<file path="config.mk">
export PLATFORM = sky130hd
export DESIGN_NAME = npc_unit
export DESIGN_NICKNAME = d
export VERILOG_FILES = /design/src/rtl/npc_pkg.sv /design/src/rtl/npc_decode.sv /design/src/rtl/npc_targets.sv /design/src/rtl/npc_select.sv /design/src/rtl/npc_unit.sv
export SDC_FILE = /design/constraint.sdc
export NUM_CORES = 1
export LEC_CHECK = 0
export BUFFER_PORTS_ARGS = -buffer_cell sky130_fd_sc_hd__buf_2
export CORE_MARGIN = 2
export CORE_UTILIZATION = 45
export DETAILED_ROUTE_END_ITERATION = 12
export PLACE_DENSITY = 0.71
export SLEW_MARGIN = 20
export SYNTH_ARGS = -nofsm -noshare
export SYNTH_HDL_FRONTEND = slang
export SYNTH_HIERARCHICAL = 1
export SYNTH_SLANG_ARGS = --single-unit
</file>
<file path="constraint.sdc">
create_clock -name clk -period 6 [get_ports clk]
set_input_delay 1.2 -clock clk [delete_from_list [all_inputs] [get_ports clk]]
set_output_delay 1.2 -clock clk [all_outputs]
set_load 0.005 [all_outputs]
</file>
<file path="src/rtl/npc_pkg.sv">
package npc_pkg;
  localparam int unsigned XLEN    = 32;
  localparam int unsigned OPC_W   = 6;
  localparam int unsigned FN_W    = 6;
  localparam int unsigned IMM_W   = 16;
  localparam int unsigned TGT_W   = 26;
  localparam int unsigned ALIGN_W = 2;
  localparam int unsigned HI_W    = XLEN - TGT_W - ALIGN_W;

  localparam logic [OPC_W-1:0] OPC_SPECIAL = 6'd0;
  localparam logic [OPC_W-1:0] OPC_JMP     = 6'd2;
  localparam logic [OPC_W-1:0] OPC_CALL    = 6'd3;
  localparam logic [OPC_W-1:0] OPC_BREQ    = 6'd4;
  localparam logic [OPC_W-1:0] OPC_BRNE    = 6'd5;
  localparam logic [FN_W-1:0]  FN_JREG     = 6'd8;

  typedef enum logic [2:0] {
    FLOW_SEQ,
    FLOW_BREQ,
    FLOW_BRNE,
    FLOW_JMP,
    FLOW_CALL,
    FLOW_JREG
  } flow_e;
endpackage

</file>
<file path="src/rtl/npc_decode.sv">
module npc_decode
  import npc_pkg::*;
(
  input  logic [XLEN-1:0]  instr,
  output flow_e            flow,
  output logic [IMM_W-1:0] offset,
  output logic [TGT_W-1:0] target
);
  logic [OPC_W-1:0] opc;
  logic [FN_W-1:0]  fn;

  assign opc    = instr[XLEN-1 -: OPC_W];
  assign fn     = instr[FN_W-1:0];
  assign offset = instr[IMM_W-1:0];
  assign target = instr[TGT_W-1:0];

  always_comb begin
    unique case (opc)
      OPC_SPECIAL: flow = (fn == FN_JREG) ? FLOW_JREG : FLOW_SEQ;
      OPC_JMP:     flow = FLOW_JMP;
      OPC_CALL:    flow = FLOW_CALL;
      OPC_BREQ:    flow = FLOW_BREQ;
      OPC_BRNE:    flow = FLOW_BRNE;
      default:     flow = FLOW_SEQ;
    endcase
  end
endmodule

</file>
<file path="src/rtl/npc_targets.sv">
module npc_targets
  import npc_pkg::*;
(
  input  logic [XLEN-1:0]  pc,
  input  logic [IMM_W-1:0] offset,
  input  logic [TGT_W-1:0] target,
  output logic [XLEN-1:0]  seq_addr,
  output logic [XLEN-1:0]  br_addr,
  output logic [XLEN-1:0]  jmp_addr
);
  localparam int unsigned EXT_W = XLEN - IMM_W - ALIGN_W;
  localparam logic [XLEN-1:0] STEP = XLEN'(1) << ALIGN_W;

  logic [XLEN-1:0] disp;

  assign seq_addr = pc + STEP;
  assign disp     = {{EXT_W{offset[IMM_W-1]}}, offset, {ALIGN_W{1'b0}}};
  assign br_addr  = seq_addr + disp;
  assign jmp_addr = {seq_addr[XLEN-1 -: HI_W], target, {ALIGN_W{1'b0}}};
endmodule

</file>
<file path="src/rtl/npc_select.sv">
module npc_select
  import npc_pkg::*;
(
  input  flow_e           flow,
  input  logic [XLEN-1:0] rs_val,
  input  logic [XLEN-1:0] rt_val,
  input  logic [XLEN-1:0] seq_addr,
  input  logic [XLEN-1:0] br_addr,
  input  logic [XLEN-1:0] jmp_addr,
  output logic [XLEN-1:0] chosen,
  output logic            link_req
);
  logic same;

  assign same     = (rs_val == rt_val);
  assign link_req = (flow == FLOW_CALL);

  always_comb begin
    unique case (flow)
      FLOW_BREQ: chosen = same  ? br_addr : seq_addr;
      FLOW_BRNE: chosen = !same ? br_addr : seq_addr;
      FLOW_JMP,
      FLOW_CALL: chosen = jmp_addr;
      FLOW_JREG: chosen = rs_val;
      default:   chosen = seq_addr;
    endcase
  end
endmodule

</file>
<file path="src/rtl/npc_unit.sv">
module npc_unit
  import npc_pkg::*;
#(
  parameter logic [31:0] RESET_PC = 32'h0
) (
  input  logic        clk,
  input  logic        rst,
  input  logic [31:0] instr,
  input  logic [31:0] rs_val,
  input  logic [31:0] rt_val,
  output logic [31:0] pc,
  output logic [31:0] next_pc,
  output logic [31:0] link_val,
  output logic        link_we
);
  flow_e            flow;
  logic [IMM_W-1:0] offset;
  logic [TGT_W-1:0] target;
  logic [XLEN-1:0]  seq_addr, br_addr, jmp_addr;

  npc_decode u_dec (
    .instr  (instr),
    .flow   (flow),
    .offset (offset),
    .target (target)
  );

  npc_targets u_tgt (
    .pc       (pc),
    .offset   (offset),
    .target   (target),
    .seq_addr (seq_addr),
    .br_addr  (br_addr),
    .jmp_addr (jmp_addr)
  );

  npc_select u_sel (
    .flow     (flow),
    .rs_val   (rs_val),
    .rt_val   (rt_val),
    .seq_addr (seq_addr),
    .br_addr  (br_addr),
    .jmp_addr (jmp_addr),
    .chosen   (next_pc),
    .link_req (link_we)
  );

  assign link_val = seq_addr;

  always_ff @(posedge clk) begin
    if (rst) pc <= RESET_PC;
    else     pc <= next_pc;
  end
endmodule

</file>
==> flow_metrics.env <==
export IMPL_die_area_sq_um=15300
export IMPL_seq_area_frac_synth_pct=9.95
export IMPL_ant_nets=0
export IMPL_critPathTopFamily="compound AO/OA/AOI/OAI gates"
export IMPL_core_region_area_sq_um=13900
export IMPL_met3_usage_pct=4.40
export IMPL_path_buf_inv=2
export IMPL_clockBufferDepth=2
export IMPL_layout_top_registers="pc (32)"
export IMPL_hold_buffers=0
export IMPL_whs_path_depth=3
export IMPL_grt_busiest_layer="met2"
export IMPL_p_leak_nw=3.38
export IMPL_finalMaxSlewViolations=0
export IMPL_die_h_um=124
export IMPL_ys_warn_count=6
export IMPL_synth_edff_count=0
export IMPL_r2r_start="pc[2]"
export IMPL_synthArstFlopShare_pct=0
export IMPL_grt_pass1_vias=5859
export IMPL_finalPower_mw=0.961
export IMPL_status="completed"
export IMPL_ir_drop_v=0.0000942
export IMPL_min_path_type="reg2reg"
export IMPL_hold_viol=0
export IMPL_critical_path_arrival_ns=4.61
export IMPL_use_met2_pct=41.6
export IMPL_p_per_area_nw_per_um2=134
export IMPL_route_detailed_drc=0
export IMPL_timing_final_crit_share_pct=96.8
export IMPL_cp_start_kind="flip-flop"
export IMPL_fin_nets=1063
export IMPL_clk_latency_ns=0.28
export IMPL_cts_buffers=5
export IMPL_hold_end="pc[1]"
export IMPL_fill_cells=1404
export IMPL_post_cts_setup_buffers=0
export IMPL_drive_gt1_share_pct=31.3
export IMPL_hpwl_mm=15.9
export IMPL_synthCells=841
export IMPL_cts_sinks=32
export IMPL_synth_area_sq_um=6440
export IMPL_cp_end_kind="output port"
export IMPL_path_class="reg2out"
export IMPL_globalplace_congestion=0.920
export IMPL_synth_ff_type="dfxtp_1"
export IMPL_grt_max_degree=65
export IMPL_cts_root_buf="clkbuf_16"
export IMPL_setup_viol=0
export IMPL_r2r_end="pc[27]"
export IMPL_regMostFlops="pc"
export IMPL_hold_start="pc[1]"
export IMPL_syn_avg_cell_area_sq_um=7.66
export IMPL_grt_first_pass_wirelength_mm=31.4
export IMPL_clk_pin_slew_ns=0.06
export IMPL_die_w_um=124
export IMPL_path_cells="ha_1 > and3_1 > nand3_1 > or3_1 > inv_1 > nand3_1 > xnor2_2 > ha_2 > a21oi_2 > o21ai_0 > a41o_1 > a211o_1 > a21oi_1 > xnor2_1 > a22oi_1 > nand2_1 > a21oi_1 > a311oi_2 > buf_2"
export IMPL_rsz0062_at_grt="yes"
export IMPL_synth_cell_type_count=60
export IMPL_yosysTopAreaCellShare_pct=10.5
export IMPL_routed_wl_mm=20.7
export IMPL_grt_overflow=0
export IMPL_antenna_found_initial=0
export IMPL_yosys_top_cells_area="buf_4, dfxtp_1, xnor2_1"
export IMPL_dr_pass1_iters=5
export IMPL_num_vias=6714
export IMPL_whs_ns=0.706
export IMPL_ctsResizeCount=1
export IMPL_skew_ns=0.00541
export IMPL_fmax_mhz=172
export IMPL_cp_required_ns=4.80
export IMPL_r2r_setup_slack_ns=1.60
export IMPL_top_level_ports=195
export IMPL_largest_register_ffs=32
export IMPL_drt_initial_drc_count=508
export IMPL_area_growth_pct=11.3
export IMPL_final_cell_mix="buf_2, xnor2_1, a21oi_1"
export IMPL_wire_per_inst_um=18.7
export IMPL_ys_ff_latch=32
export IMPL_grt_usage_pct=26.2
export IMPL_crit_fanout=7
export IMPL_r2r_cells=19
export IMPL_start_util_pct=46.2
export IMPL_period_minus_slack_ns=5.81
export IMPL_diodes=0
export IMPL_cts_tree="built"
export IMPL_use_met1_pct=36.6
export IMPL_max_slew_worst_pin_slew_ns=0.905
export IMPL_io_buffer_count=194
export IMPL_rows=43
export IMPL_max_stage_delay_ns=0.46
export IMPL_synth_top_area_cell="buf_4"
export IMPL_final_common_cell="buf_2"
export IMPL_viasPerCell=6.04
export IMPL_cts_max_level=2
export IMPL_cp_slowest_cell="or3_1"
export IMPL_cap_violations=0
export IMPL_slew_headroom_pct=39.4
## cells by family after synthesis
family / synth area share (%)
flops: 9.95
xor+xnor: 12.1
other cells: 0.0582
buf+inv: 15.3
compound gates: 31.0
simple gates: 19.3
mux: 5.60
fa+ha+maj: 6.72
## metrics by stage
| step | instance area [sq um] | cells | setup WS (ns) | util, % | TNS (ns) |
|---|---|---|---|---|---|
| 2_1_floorplan | 6440 | 842 | 0.968 | - | 0 |
| 3_3_place_gp | 6940 | 1104 | 0.468 | 49.8 | 0 |
| 3_5_place_dp | 6940 | 1104 | 0.324 | 49.8 | 0 |
| 4_1_cts | 7100 | 1111 | 0.0562 | 50.9 | 0 |
| 5_1_grt | 7170 | 1111 | -0.0255 | 51.5 | -0.0255 |
| 6_report | 7170 | 1111 | 0.194 | 51.5 | 0 |
## layer usage
metal / part of all wire [%] / up-vias
met5: 0 / -
met4: 2.5 / 0
li1: - / 3243
met3: 8.1 / 35
met1: 46 / 3122
met2: 44 / 314
## Yosys cell counts, drive strengths merged (16+ instances only)
cell type    n
nand2       63
nor2        49
mux2        32
nand3       19
ha          33
o21ai       17
nand4       18
clkbuf      16
a22oi       65
a221oi      32
a21o        39
buf        118
nor2b       36
xnor2       72
a311oi      32
dfxtp       32
a21oi       72
## power by group
| group | switching, mW | internal [mW] | total, mW |
|---|---|---|---|
| Clock | 0.0983 | 0.174 | 0.273 |
| Sequential | 0.0189 | 0.225 | 0.244 |
| Combinational | 0.251 | 0.193 | 0.444 |
| Total | 0.368 | 0.592 | 0.961 |
## tightest hold or removal path: cells and delay by family (launching register included)
kind,cells,cell delay (ns)
compound gates,1,0.05
flops,1,0.36
simple gates,2,0.24
## final cells by class
cell class	count	area (sq um)	area share, %
clock buffer	7	153	2.13
inverter	12	45.0	0.628
multi-input combinational	664	4940	69.0
sequential	32	641	8.94
tap	180	225	3.14
timing repair buffer	216	1160	16.2
## worst max-delay path by stage
| stage | start | endpoint | cells after the start |
|---|---|---|---|
| after CTS | pc[2] | next_pc[27] | 19 |
| after global placement | pc[2] | next_pc[27] | 19 |
| after detailed placement | pc[2] | next_pc[27] | 18 |
| after floorplan | pc[2] | next_pc[27] | 19 |
| after global routing | pc[2] | next_pc[27] | 18 |
| final | pc[2] | next_pc[27] | 19 |
No activity file was read; power rests on OpenSTA's default activity.
